## src/rtl/ssadc_pkg.sv

```systemverilog
package ssadc_pkg;

  localparam int AUX_W        = 2;
  localparam int TRIM_W       = 3;
  localparam int ADDR_MODE    = 0;
  localparam int ADDR_TRIM    = 1;
  localparam int ADDR_WIDTH   = 2;
  localparam int ADDR_STAT    = 3;
  localparam int RES_BASE     = 4;
  localparam int MODE_FAST    = 7;
  localparam int STAT_OVF_LSB = 4;

  typedef enum logic [AUX_W-1:0] {
    AUX_IN0  = 2'd0,
    AUX_IN1  = 2'd1,
    AUX_IN2  = 2'd2,
    AUX_VREF = 2'd3
  } aux_sel_e;

  // discharge length in cycles: a zero setting still gives one cycle
  function automatic int hold_cycles(int w);
    return (w == 0) ? 1 : w;
  endfunction

  // counter advances every cycle in fast mode, every second cycle otherwise
  function automatic logic step_now(logic fast, logic phase);
    return fast | phase;
  endfunction

endpackage

```

## src/rtl/ssadc_edge_sync.sv

```systemverilog
module ssadc_edge_sync #(
  parameter int NCH = 4
) (
  input  logic           clk,
  input  logic           rst_n,
  input  logic [NCH-1:0] cmp_i,
  output logic [NCH-1:0] rise_o
);

  for (genvar i = 0; i < NCH; i++) begin : g_ch
    logic s1, s2, prev;
    always_ff @(posedge clk) begin
      if (!rst_n) begin
        s1   <= 1'b0;
        s2   <= 1'b0;
        prev <= 1'b0;
      end else begin
        s1   <= cmp_i[i];
        s2   <= s1;
        prev <= s2;
      end
    end
    assign rise_o[i] = s2 & ~prev;
  end

endmodule

```

## src/rtl/ssadc_ramp_ctl.sv

```systemverilog
module ssadc_ramp_ctl
  import ssadc_pkg::*;
#(
  parameter int CNT_W = 12,
  parameter int SW_W  = 8
) (
  input  logic             clk,
  input  logic             rst_n,
  input  logic             sync_i,
  input  logic             fast_i,
  input  logic [SW_W-1:0]  width_i,
  output logic             sync_evt_o,
  output logic             run_o,
  output logic             cnt_inc_o,
  output logic             at_max_o,
  output logic [CNT_W-1:0] cnt_o,
  output logic             ramp_rst_o
);

  localparam logic [CNT_W-1:0] CNT_MAX = {CNT_W{1'b1}};

  logic             sync_q;
  logic             armed;
  logic             phase;
  logic [SW_W-1:0]  hold_cnt;
  logic [CNT_W-1:0] cnt;

  assign sync_evt_o = sync_i & ~sync_q;
  assign run_o      = armed && (hold_cnt == '0);
  assign at_max_o   = (cnt == CNT_MAX);
  assign cnt_inc_o  = run_o && !sync_evt_o && !at_max_o && step_now(fast_i, phase);
  assign cnt_o      = cnt;
  assign ramp_rst_o = (hold_cnt != '0);

  always_ff @(posedge clk) begin
    if (!rst_n) begin
      sync_q   <= 1'b0;
      armed    <= 1'b0;
      phase    <= 1'b0;
      hold_cnt <= '0;
      cnt      <= '0;
    end else begin
      sync_q <= sync_i;
      if (sync_evt_o) begin
        armed    <= 1'b1;
        phase    <= 1'b0;
        cnt      <= '0;
        hold_cnt <= SW_W'(hold_cycles(int'(width_i)));
      end else if (hold_cnt != '0) begin
        hold_cnt <= hold_cnt - SW_W'(1);
      end else if (armed) begin
        phase <= ~phase;
        if (cnt_inc_o) cnt <= cnt + CNT_W'(1);
      end
    end
  end

endmodule

```

## src/rtl/ssadc_capture.sv

```systemverilog
module ssadc_capture #(
  parameter int NCH   = 4,
  parameter int CNT_W = 12
) (
  input  logic                 clk,
  input  logic                 rst_n,
  input  logic                 sync_evt_i,
  input  logic                 run_i,
  input  logic                 at_max_i,
  input  logic [CNT_W-1:0]     cnt_i,
  input  logic [NCH-1:0]       rise_i,
  output logic [NCH-1:0]       trip_o,
  output logic [NCH-1:0]       sat_o,
  output logic [NCH-1:0]       cap_mask_o,
  output logic [NCH-1:0]       ovf_o,
  output logic [NCH*CNT_W-1:0] res_flat_o
);

  localparam logic [CNT_W-1:0] CNT_MAX = {CNT_W{1'b1}};

  for (genvar i = 0; i < NCH; i++) begin : g_ch
    logic [CNT_W-1:0] res;
    logic             cap;
    logic             ovf;

    assign trip_o[i] = run_i && !sync_evt_i && !cap && rise_i[i];
    assign sat_o[i]  = run_i && !sync_evt_i && !cap && !rise_i[i] && at_max_i;

    always_ff @(posedge clk) begin
      if (!rst_n) begin
        res <= '0;
        cap <= 1'b0;
        ovf <= 1'b0;
      end else if (sync_evt_i) begin
        res <= '0;
        cap <= 1'b0;
        ovf <= 1'b0;
      end else if (trip_o[i]) begin
        res <= cnt_i;
        cap <= 1'b1;
      end else if (sat_o[i]) begin
        res <= CNT_MAX;
        cap <= 1'b1;
        ovf <= 1'b1;
      end
    end

    assign cap_mask_o[i]                  = cap;
    assign ovf_o[i]                       = ovf;
    assign res_flat_o[i*CNT_W +: CNT_W]   = res;
  end

endmodule

```

## src/rtl/ssadc_regs.sv

```systemverilog
module ssadc_regs
  import ssadc_pkg::*;
#(
  parameter int NCH   = 4,
  parameter int CNT_W = 12,
  parameter int AW    = 3,
  parameter int DW    = 16,
  parameter int SW_W  = 8
) (
  input  logic                 clk,
  input  logic                 rst_n,
  input  logic [AW-1:0]        addr_i,
  input  logic                 we_i,
  input  logic [DW-1:0]        wdata_i,
  output logic [DW-1:0]        rdata_o,
  input  logic [NCH*CNT_W-1:0] res_flat_i,
  input  logic [NCH-1:0]       ovf_i,
  input  logic                 done_i,
  output logic                 fast_o,
  output aux_sel_e             aux_sel_o,
  output logic [TRIM_W-1:0]    trim_o,
  output logic [SW_W-1:0]      width_o
);

  logic          unused_wdata;
  logic [DW-1:0] rd_next;

  assign unused_wdata = ^wdata_i;

  always_ff @(posedge clk) begin
    if (!rst_n) begin
      fast_o    <= 1'b0;
      aux_sel_o <= AUX_IN0;
      trim_o    <= '0;
      width_o   <= '0;
    end else if (we_i) begin
      if (int'(addr_i) == ADDR_MODE) begin
        fast_o    <= wdata_i[MODE_FAST];
        aux_sel_o <= aux_sel_e'(wdata_i[AUX_W-1:0]);
      end
      if (int'(addr_i) == ADDR_TRIM)  trim_o  <= wdata_i[TRIM_W-1:0];
      if (int'(addr_i) == ADDR_WIDTH) width_o <= wdata_i[SW_W-1:0];
    end
  end

  always_comb begin
    rd_next = '0;
    if (int'(addr_i) == ADDR_MODE) begin
      rd_next[MODE_FAST]   = fast_o;
      rd_next[AUX_W-1:0]   = aux_sel_o;
    end
    if (int'(addr_i) == ADDR_TRIM)  rd_next[TRIM_W-1:0] = trim_o;
    if (int'(addr_i) == ADDR_WIDTH) rd_next[SW_W-1:0]   = width_o;
    if (int'(addr_i) == ADDR_STAT) begin
      rd_next[0]                    = done_i;
      rd_next[STAT_OVF_LSB +: NCH]  = ovf_i;
    end
    for (int i = 0; i < NCH; i++) begin
      if (int'(addr_i) == RES_BASE + i) begin
        rd_next[CNT_W-1:0] = res_flat_i[i*CNT_W +: CNT_W];
        rd_next[DW-1]      = ovf_i[i];
      end
    end
  end

  always_ff @(posedge clk) begin
    if (!rst_n) rdata_o <= '0;
    else        rdata_o <= rd_next;
  end

endmodule

```

## src/rtl/ssadc_timer.sv

```systemverilog
module ssadc_timer
  import ssadc_pkg::*;
#(
  parameter int NCH   = 4,
  parameter int CNT_W = 12,
  parameter int AW    = 3,
  parameter int DW    = 16,
  parameter int SW_W  = 8
) (
  input  logic           clk,
  input  logic           rst_n,
  input  logic           sync_i,
  input  logic [NCH-1:0] cmp_i,
  input  logic [AW-1:0]  reg_addr,
  input  logic           reg_we,
  input  logic [DW-1:0]  reg_wdata,
  output logic [DW-1:0]  reg_rdata,
  output logic           ramp_rst_o,
  output logic [1:0]     aux_sel_o,
  output logic [2:0]     trim_o,
  output logic           done_o,
  output logic [NCH-1:0] ovf_o
);

  // named internal events, observed by the bound checker
  logic                 sync_evt;
  logic                 run;
  logic                 cnt_inc;
  logic                 at_max;
  logic [CNT_W-1:0]     cnt;
  logic [NCH-1:0]       rise;
  logic [NCH-1:0]       trip;
  logic [NCH-1:0]       sat;
  logic [NCH-1:0]       cap_mask;
  logic [NCH*CNT_W-1:0] res_flat;
  logic                 fast_mode;
  logic [SW_W-1:0]      width;
  aux_sel_e             aux_sel;

  ssadc_edge_sync #(.NCH(NCH)) u_sync (
    .clk    (clk),
    .rst_n  (rst_n),
    .cmp_i  (cmp_i),
    .rise_o (rise)
  );

  ssadc_ramp_ctl #(.CNT_W(CNT_W), .SW_W(SW_W)) u_ramp (
    .clk        (clk),
    .rst_n      (rst_n),
    .sync_i     (sync_i),
    .fast_i     (fast_mode),
    .width_i    (width),
    .sync_evt_o (sync_evt),
    .run_o      (run),
    .cnt_inc_o  (cnt_inc),
    .at_max_o   (at_max),
    .cnt_o      (cnt),
    .ramp_rst_o (ramp_rst_o)
  );

  ssadc_capture #(.NCH(NCH), .CNT_W(CNT_W)) u_cap (
    .clk        (clk),
    .rst_n      (rst_n),
    .sync_evt_i (sync_evt),
    .run_i      (run),
    .at_max_i   (at_max),
    .cnt_i      (cnt),
    .rise_i     (rise),
    .trip_o     (trip),
    .sat_o      (sat),
    .cap_mask_o (cap_mask),
    .ovf_o      (ovf_o),
    .res_flat_o (res_flat)
  );

  assign done_o = &cap_mask;

  ssadc_regs #(.NCH(NCH), .CNT_W(CNT_W), .AW(AW), .DW(DW), .SW_W(SW_W)) u_regs (
    .clk        (clk),
    .rst_n      (rst_n),
    .addr_i     (reg_addr),
    .we_i       (reg_we),
    .wdata_i    (reg_wdata),
    .rdata_o    (reg_rdata),
    .res_flat_i (res_flat),
    .ovf_i      (ovf_o),
    .done_i     (done_o),
    .fast_o     (fast_mode),
    .aux_sel_o  (aux_sel),
    .trim_o     (trim_o),
    .width_o    (width)
  );

  assign aux_sel_o = aux_sel;

endmodule

```

## config.mk

```make
export PLATFORM = sky130hd
export DESIGN_NAME = ssadc_timer
export DESIGN_NICKNAME = d
export VERILOG_FILES = /design/src/rtl/ssadc_pkg.sv /design/src/rtl/ssadc_edge_sync.sv /design/src/rtl/ssadc_ramp_ctl.sv /design/src/rtl/ssadc_capture.sv /design/src/rtl/ssadc_regs.sv /design/src/rtl/ssadc_timer.sv
export SDC_FILE = /design/constraint.sdc
export NUM_CORES = 1
export LEC_CHECK = 0
export BUFFER_PORTS_ARGS = -buffer_cell sky130_fd_sc_hd__buf_2
export CAP_MARGIN = 15
export CELL_PAD_IN_SITES_DETAIL_PLACEMENT = 1
export CELL_PAD_IN_SITES_GLOBAL_PLACEMENT = 2
export CORE_MARGIN = 2
export CORE_UTILIZATION = 39
export CTS_BUF_LIST = sky130_fd_sc_hd__clkbuf_8
export CTS_CLUSTER_DIAMETER = 200
export CTS_CLUSTER_SIZE = 20
export DETAILED_ROUTE_END_ITERATION = 10
export GPL_ROUTABILITY_DRIVEN = 0
export HOLD_SLACK_MARGIN = 0.1
export PLACE_DENSITY_LB_ADDON = 0.1
export SLEW_MARGIN = 20
export SYNTH_ARGS = -nofsm -noshare
export SYNTH_HDL_FRONTEND = slang
export SYNTH_SLANG_ARGS = --single-unit
```

## constraint.sdc

```tcl
create_clock -name clk -period 3.1 [get_ports clk]
set_input_delay 0.465 -clock clk [delete_from_list [all_inputs] [get_ports clk]]
set_output_delay 0.465 -clock clk [all_outputs]
set_load 0.005 [all_outputs]
```

### After elaboration in Yosys (flattened, before gate mapping)

Cells that the tools add are included.

* register bits after elaboration: 121
* latch bits: 0
* bits in writable memories: 0
* memory bits (read-only): 0
* memories kept: 0

* $add $sub $neg: 2
* multiply operators: 0
* div/mod/pow operators: 0
* $lt $le $gt $ge: 0
* equal/unequal tests: 8
* shifts and indexed selects: 0
* muxes and demuxes: 33
* bitwise operators: 18
* reduce and logical (&&, ||, !) cells: 50

Operators by type and width (count)
* 2-to-1 mux 12 bit: 12
* 2-to-1 mux 8 bit: 4
* logical AND 1 bit: 20
* zero test 8 bit: 2
* AND reduction 2 bit: 8
* 2-to-1 mux 1 bit: 14
* adder 12 x 1 -> 12 bit (second input constant): 1
* equality test 12 bit (second input constant): 1
* equality test 3 bit (second input constant): 4
* NOT 1 bit: 12
* zero test 1 bit: 10
* nonzero test 2 bit: 5
* nonzero test 8 bit: 1
* subtractor 8 x 1 -> 8 bit (second input constant): 1
* equality test 3 x 2 -> 1 bit (second input constant): 2
* AND 1 bit: 5
* 2-to-1 mux 4 bit: 1
* AND reduction 4 bit: 1
* equality test 3 x 1 -> 1 bit (second input constant): 1
* zero test 3 bit: 1
* 2-to-1 mux 3 bit: 1
* AND reduction 3 bit: 1
* 2-to-1 mux 2 bit: 1
* OR reduction 2 bit: 1
* bitwise OR 1 bit: 1

### Longest topological paths before layout

Gate-level depths: netlist of the first run.

* word-level depth: 9
* depth in mapped cells: 10
* gate-level depth less buffers: 6

### Cells and area by module

Synthesis of the first run repeated with hierarchy kept, for this count alone.

* cells, all modules: 494
* area total of the unflattened synthesis: 5321.4 um^2

By module, submodules not included
* ssadc_capture: instances 1, cells each 162, area each 2175.8 um^2, sequential area each 1121.1 um^2
* ssadc_regs: instances 1, cells each 150, area each 1495.2 um^2, sequential area each 540.5 um^2
* ssadc_ramp_ctl: instances 1, cells each 152, area each 1280.0 um^2, sequential area each 460.4 um^2
* ssadc_edge_sync: instances 1, cells each 29, area each 361.6 um^2, sequential area each 240.2 um^2
* ssadc_timer: instances 1, cells each 1, area each 8.8 um^2, sequential area each 0.0 um^2

### Worst setup path after synthesis of the first run

OpenSTA, ideal clock, no wires.

* kind: reg-to-reg
* start: register u_ramp.hold_cnt[0]
* end: register u_cap.g_ch[0].res[10]
* library setup time: 0.119 ns
* arrival time: 2.502 ns
* required time: 2.981 ns
* slack: 0.480 ns
* stages on the path, launching flop included: 10
* buffers on the path: 3
* period minus slack after synthesis: 2.620 ns
* cells stage by stage: dfxtp_1 -> inv_1 -> ha_1 -> or4b_1 -> buf_2 -> or4_4 -> buf_6 -> or3_4 -> buf_6 -> o221a_2

* cells in the longest elaborated chain, start to end: 7
* elaborated cells between the ends (all ways): 9
* those cells by class: mux: 1; reduce/logical: 8

Ends and longest elaborated chain
* from (decl): RTL line ssadc_ramp_ctl.sv:25 `logic [SW_W-1:0] hold_cnt;`
* from (signal assigned): RTL line ssadc_ramp_ctl.sv:48 `hold_cnt <= SW_W'(hold_cycles(int'(width_i)));`
* from (signal assigned): RTL line ssadc_ramp_ctl.sv:50 `hold_cnt <= hold_cnt - SW_W'(1);`
* zero test 8 bit *: RTL line ssadc_ramp_ctl.sv:29 `assign run_o = armed && (hold_cnt == '0);`
* logical AND 1 bit *: RTL line ssadc_ramp_ctl.sv:29
* logical AND 1 bit * (2 in series): RTL line ssadc_capture.sv:26, ssadc_capture.sv:27
* logical AND 1 bit (2 in series): RTL line ssadc_capture.sv:27 `assign sat_o[i] = run_i && !sync_evt_i && !cap && !rise_i[i] && at_max_i;`
* nonzero test 2 bit (no source line)
* to (signal assigned): RTL line ssadc_capture.sv:39 `res <= cnt_i;`
* to (decl): RTL line ssadc_capture.sv:22 `logic [CNT_W-1:0] res;`

Every way passes the cells marked *; elsewhere a longest branch is shown, timed or not.
A chain may end at the register's enable or synchronous reset.

### Final worst setup path of the first run

* start: register u_ramp.hold_cnt[0]
* end: output port ramp_rst_o

* cells in the longest elaborated chain, start to end: 1

Ends and longest elaborated chain
* nonzero test 8 bit: RTL line ssadc_ramp_ctl.sv:33 `assign ramp_rst_o = (hold_cnt != '0);`
* to (decl): RTL line ssadc_timer.sv:18 `output logic ramp_rst_o,`

Every way passes these cells.

==> results of run 1 <==
registers in the layout, indices dropped and copies added (netlist names), 2 cells and up:
signal	count
u_sync.g_ch.prev	4
u_cap.g_ch.ovf	4
u_ramp.cnt_o	12
u_regs.aux_sel_o	2
u_ramp.hold_cnt	8
u_cap.g_ch.res	48
u_cap.g_ch.cap	4
u_sync.g_ch.s1	4
u_regs.width_o	8
u_regs.trim_o	3
u_sync.g_ch.s2	4
u_regs.rdata_o	13
area by class of cell:
type                    count  area (um^2)
multi-input cells         315         2430
well taps                 172          215
flip-flops and latches    118         2360
clock inverters            10          104
clock buffers              21          289
fillers                  1456         6940
inverters                   5         18.8
repair buffers             54          313
per-layer routing:
layer / global-route usage (%) / share of wire [%]
met1: 27.7 / 51
met4: 4.07 / 0.65
met5: 0 / 0
met3: 5.79 / 3.1
met2: 30.5 / 45
final timing paths:
path                                    from                           endpoint  slack, ns  cells past startpoint
min reg2reg     u_sync.g_ch[0].s1$_SDFF_PN0_       u_sync.g_ch[0].s2$_SDFF_PN0_       0.44                      1
max reg2reg  u_ramp.hold_cnt[0]$_SDFFE_PN0P_  u_cap.g_ch[0].res[3]$_SDFFE_PP0P_       0.34                      6
min                                 cmp_i[0]       u_sync.g_ch[0].s1$_SDFF_PN0_       0.24                      2
max          u_ramp.hold_cnt[0]$_SDFFE_PN0P_                         ramp_rst_o       0.32                      6
Yosys cell counts, types with 6 or more instances:
cell,instances
a21oi_1,17
and2_1,17
buf_1,6
buf_4,8
buf_6,8
clkbuf_1,24
dfxtp_1,118
mux2_2,9
mux2i_1,31
nand2_1,32
nand2b_1,17
nand3_1,7
nor2_1,9
nor2b_1,16
nor4_1,6
o21a_1,9
o21ai_0,16
o221a_2,45
logic make-up after synthesis:
group           synth area share [%]
buf+inv                         5.93
compound gates                  21.3
flops                           46.5
simple gates                    16.2
other cells                   0.0738
fa+ha+maj                      0.492
mux                             8.99
xor+xnor                       0.517
power by group:
part | leakage [nW] | internal [mW] | switching (mW)
Combinational | 0.953 | 0.138 | 0.189
Sequential | 0.957 | 1.56 | 0.0319
Clock | 0.204 | 0.785 | 0.603
Total | 2.11 | 2.48 | 0.824
layout by cell type (no fill, tap or decap), types with 7 or more instances in the layout:
| master | count |
|---|---|
| nor2_1 | 9 |
| nand2b_1 | 17 |
| and2_1 | 17 |
| mux2_2 | 9 |
| mux2i_1 | 31 |
| nand2_1 | 32 |
| dfxtp_1 | 118 |
| o21a_1 | 9 |
| o221a_2 | 45 |
| nand3_1 | 7 |
| buf_4 | 11 |
| o21ai_0 | 16 |
| buf_2 | 42 |
| clkbuf_8 | 21 |
| nor2b_1 | 16 |
| a21oi_1 | 17 |
stage by stage:
stage	setup WS [ns]	cell area (um^2)	hold slack [ns]	power [mW]
floorplan	0.480	5090	0.412	1.86
global placement	0.401	5340	0.417	1.94
detailed placement	0.351	5340	0.428	1.95
CTS	0.290	5730	0.216	3.34
global route	0.216	5730	0.211	3.46
finish	0.323	5730	0.242	3.30
==> impl_metrics.toml, run 1 <==
[clock_network]
cts_setup_buffers = 0
cts.path.max_buffers = 2
cts_tree = "built"
insertion_delay_ns = 0.43
h-tree-depth = 4
cts.sinks = 118
path_clk_slew_ns = 0.07
cts_resized = 0
cts_hold_buf = 0
cts-root-buf = "clkbuf_8"
numCtsBuffers = 17

[timing]
slew_headroom_pct = 35.4
setup-violations-final = 0
tns_ns = 0
rsz0062_at_grt = "no"
layout_min_cycle_time_ns = 2.78
finalHoldViolCount = 0
max_freq_mhz = 360
skew_ns = 0.00745
tightestPinTransition_ns = 0.965
timing.final.crit_share_pct = 89.6
slew_viol_final = 0

[finish]
layout.nets = 540
n_antenna_cell = 0
area_growth_pct = 12.7
fin_util_pct = 45.2
layout-drive-gt1-share_pct = 29.4
instances_no_fill = 695

[critical_path]
cp.required_ns = 2.63
crit_type = "register to output pin"
path_cells = "inv_1 -> ha_1 -> or4b_1 -> buf_4 -> or3_1 -> buf_2"
cp-end-kind = "output pin"
critPathSlowestCell = "or4b_1"
path_buf_inv = 3
crit_fanout = 6
crit_path_start_kind = "register"
max_stage_delay_ns = 0.50
crit_family = "simple AND/OR/NAND/NOR gates"
critPathArrivalTime_ns = 2.31

[yosys]
netlist_instances = 486
yosysUniqueCellTypes = 57
synth_area_um2 = 5080
synth-seq-area-share_pct = 46.5
ys.flop_type = "dfxtp_1"
synth.avg_cell_area_um2 = 10.5
synth-seq-cells = 118
yosys.area.top_type = "dfxtp_1"
synthArstFlopShare_pct = 0
ys_warn_count = 0
synth_edf_count = 0
synth_area_leaders = "dfxtp_1, o221a_2, mux2i_1"
yosysTopAreaCellShare_pct = 46.5

[status]
status = "finished clean"

[global_route]
grt_pass1_vias = 3813
grt_max_degree = 47
grt_pass1_wl_um = 21500
grt_use_total_pct = 19.9
grt_overflow_total = 0
antenna_found_initial = 0

[floorplan]
die_w_um = 118
die_y_um = 118
placementRows = 41
initial_core_util_pct = 40.1
dieArea_um2 = 14000
core_um2 = 12700
pin_count = 54

[routing]
dr.first_iter.drc_count = 197
antenna_left = 0
first_pass_iters = 5
viasPerCell = 5.51
drc = 0
wl_per_cell_um = 19.4
wl_um = 13500
vias = 3830

[pwr]
p_leak_nw = 2.11
powerDensity_nw_per_um2 = 577
vdd_drop_max_uv = 292

[place]
hpwl_um = 8990
io_buffers = 42
dp.cells = 664

[run]
drv_cap = 0

[hold_path]
hold_path_class = "input port to register"
No activity file was read; power rests on OpenSTA's default activity.
==> run 2: changes to the inputs <==
--- a/config.mk
+++ b/config.mk
@@ -5,12 +5,13 @@
 export SDC_FILE = /design/constraint.sdc
 export NUM_CORES = 1
 export LEC_CHECK = 0
+export ABC_AREA = 1
 export BUFFER_PORTS_ARGS = -buffer_cell sky130_fd_sc_hd__buf_2
 export CAP_MARGIN = 15
 export CELL_PAD_IN_SITES_DETAIL_PLACEMENT = 1
 export CELL_PAD_IN_SITES_GLOBAL_PLACEMENT = 2
 export CORE_MARGIN = 2
-export CORE_UTILIZATION = 39
+export CORE_UTILIZATION = 35
 export CTS_BUF_LIST = sky130_fd_sc_hd__clkbuf_8
 export CTS_CLUSTER_DIAMETER = 200
 export CTS_CLUSTER_SIZE = 20
==> run 2 against run 1 <==
Net effect: routed wire length grew 23%; largest power group unchanged; global-route usage grew 1.6 points; flip-flop and latch count is the same; setup slack gained 0.63 ns; cell count grew 45%; area after synthesis grew 6.7%; first-iteration DRC count shrank 14%.
==> impl_metrics.toml, run 2 <==
[status]
status = "finished clean"

[yosys]
synth_area_leaders = "dfxtp_1, nor2_1, nand2_1"
synth-seq-cells = 118
netlist_instances = 770
yosys.area.top_type = "dfxtp_1"
synthArstFlopShare_pct = 0
yosysUniqueCellTypes = 35
ys_warn_count = 0
synth_area_um2 = 5420
yosysTopAreaCellShare_pct = 43.6
yosys-top-cells-count = "nor2_1, nand2_1, dfxtp_1"
yosysMostFrequentCell = "nor2_1"
synth-seq-area-share_pct = 43.6
synth_edf_count = 0
synth.avg_cell_area_um2 = 7.04
ys.flop_type = "dfxtp_1"

[finish]
area_growth_pct = 12.9
layout-drive-gt1-share_pct = 15.6
fill_cells = 1961
final_common_cell = "nor2_1"
largest_reg_flops = 48
layout.nets = 834
final_cell_mix = "nor2_1, nand2_1, dfxtp_1"
final_cell_area_um2 = 6120
top_register = "u_cap.g_ch.res"
fin_util_pct = 40.4
n_antenna_cell = 0

[floorplan]
core_um2 = 15100
die_w_um = 128
die_y_um = 128
placementRows = 45
pin_count = 54
dieArea_um2 = 16500
initial_core_util_pct = 35.8

[place]
hpwl_um = 11400
placed_cell_area_um2 = 5710
io_buffers = 42

[timing]
tns_ns = 0
setup-violations-final = 0
tightestPinTransition_ns = 0.788
max_freq_mhz = 467
skew_ns = 0.00974
finalHoldViolCount = 0
rsz0062_at_grt = "no"
timing.final.crit_share_pct = 69.1
layout_min_cycle_time_ns = 2.14
finalHoldWorstSlack_ns = 0.204
slew_viol_final = 0
slew_headroom_pct = 47.5

[critical_path]
crit_family = "compound AO/OA/AOI/OAI gates"
crit_fanout = 13
crit_type = "register to register"
cp-end-kind = "register"
max_stage_delay_ns = 0.69
path_buf_inv = 1
critPathArrivalTime_ns = 2.53
path_cells = "ha_1 -> inv_1 -> nor2_2 -> nand3_2 -> a21oi_2 -> nor2_1 -> nor2_1"
crit_path_start_kind = "register"
critPathSlowestCell = "a21oi_2"
crit_top_cell = "nor2_1"
cp.required_ns = 3.48

[hold_path]
hold_path_class = "input port to register"

[global_route]
grt_max_degree = 54
grt_overflow_total = 0
grt_pass1_vias = 5311
antenna_found_initial = 0
grt_pass1_wl_um = 27100
grt_use_total_pct = 21.4

[pwr]
report.power.total_mw = 3.56
vdd_drop_max_uv = 234
powerDensity_nw_per_um2 = 582
p_leak_nw = 2.51

[clock_network]
cts.sinks = 118
cts_resized = 0
cts-root-buf = "clkbuf_8"
cts_setup_buffers = 0
path_clk_slew_ns = 0.07
cts.path.max_buffers = 2
cts_hold_buf = 0
numCtsBuffers = 17
h-tree-depth = 4
insertion_delay_ns = 0.45
cts_tree = "built"

[routing]
wl_um = 16600
viasPerCell = 4.93
first_pass_iters = 4
vias = 4961
antenna_left = 0
wl_per_cell_um = 16.5
drc = 0
dr.first_iter.drc_count = 170

[run]
drv_cap = 0
run 2: cell count changes in the layout (fill, tap and decap cells not counted), sizes merged, moves of 16 or more:
cell	before	now
and2	18	0
inv	6	81
nor2	9	181
o21ai	16	33
mux2i	31	0
nor2b	16	0
nand2	32	162
o221a	48	0
a21oi	17	46
nand3	7	72
nand2b	17	0
run 2: logic make-up (layout without fill, tap and decap cells):
logic type               count (synthesis)  count (layout)  share of synthesized area (%)
AO/OA/AOI/OAI                           91              91                           9.60
XOR/XNOR                                 6               6                          0.969
adder cells (fa/ha/maj)                  2               2                          0.462
buffers and inverters                  117             163                           9.90
flip-flops                             118             118                           43.6
other                                    1               3                         0.0692
AND/OR/NAND/NOR                        435             435                           35.4
run 2: metal layers:
layer / up-vias / global-route usage, % / wire, um
li1: 2501 / - / -
met1: 2374 / 26.2 / 7720
met2: 69 / 37.7 / 8150
met3: 17 / 4.41 / 515
met4: 0 / 7.05 / 234
met5: - / 0 / 0
run 2: layout make-up:
cell class | instances | area, um^2 | area share (%)
multi-input combinational | 537 | 2530 | 41.4
clock inverter | 10 | 103 | 1.68
inverter | 79 | 297 | 4.85
sequential | 118 | 2360 | 38.6
timing repair buffer | 52 | 285 | 4.66
clock buffer | 22 | 303 | 4.95
tap | 188 | 235 | 3.84
run 2: path summary, 6_finish.rpt:
check / start / end / slack, ns / depth (start not counted)
min reg2reg: u_sync.g_ch[1].s1$_SDFF_PN0_ / u_sync.g_ch[1].s2$_SDFF_PN0_ / 0.42 / 2
max: u_ramp.cnt_o[0]$_SDFFE_PP0P_ / u_cap.g_ch[3].res[4]$_SDFFE_PP0P_ / 0.96 / 7
min: cmp_i[1] / u_sync.g_ch[1].s1$_SDFF_PN0_ / 0.20 / 3
max reg2reg: u_ramp.cnt_o[0]$_SDFFE_PP0P_ / u_cap.g_ch[3].res[4]$_SDFFE_PP0P_ / 0.96 / 7
run 2: where the power goes:
part,internal [mW],total [mW],switching [mW]
sequential,1.57,1.61,0.0398
combinational,0.159,0.501,0.342
clock,0.810,1.45,0.640
run 2: stage by stage:
stage / cells / setup slack [ns]
after floorplan: 772 / 1.48
after global placement: 974 / 1.02
after detailed placement: 974 / 0.848
after CTS: 1006 / 0.831
after global routing: 1006 / 0.693
final: 1006 / 0.957
run 2: tightest hold or removal path, stage by stage:
cell and delay, ns:
buf_2 0.08, nand2_1 0.04, inv_1 0.04
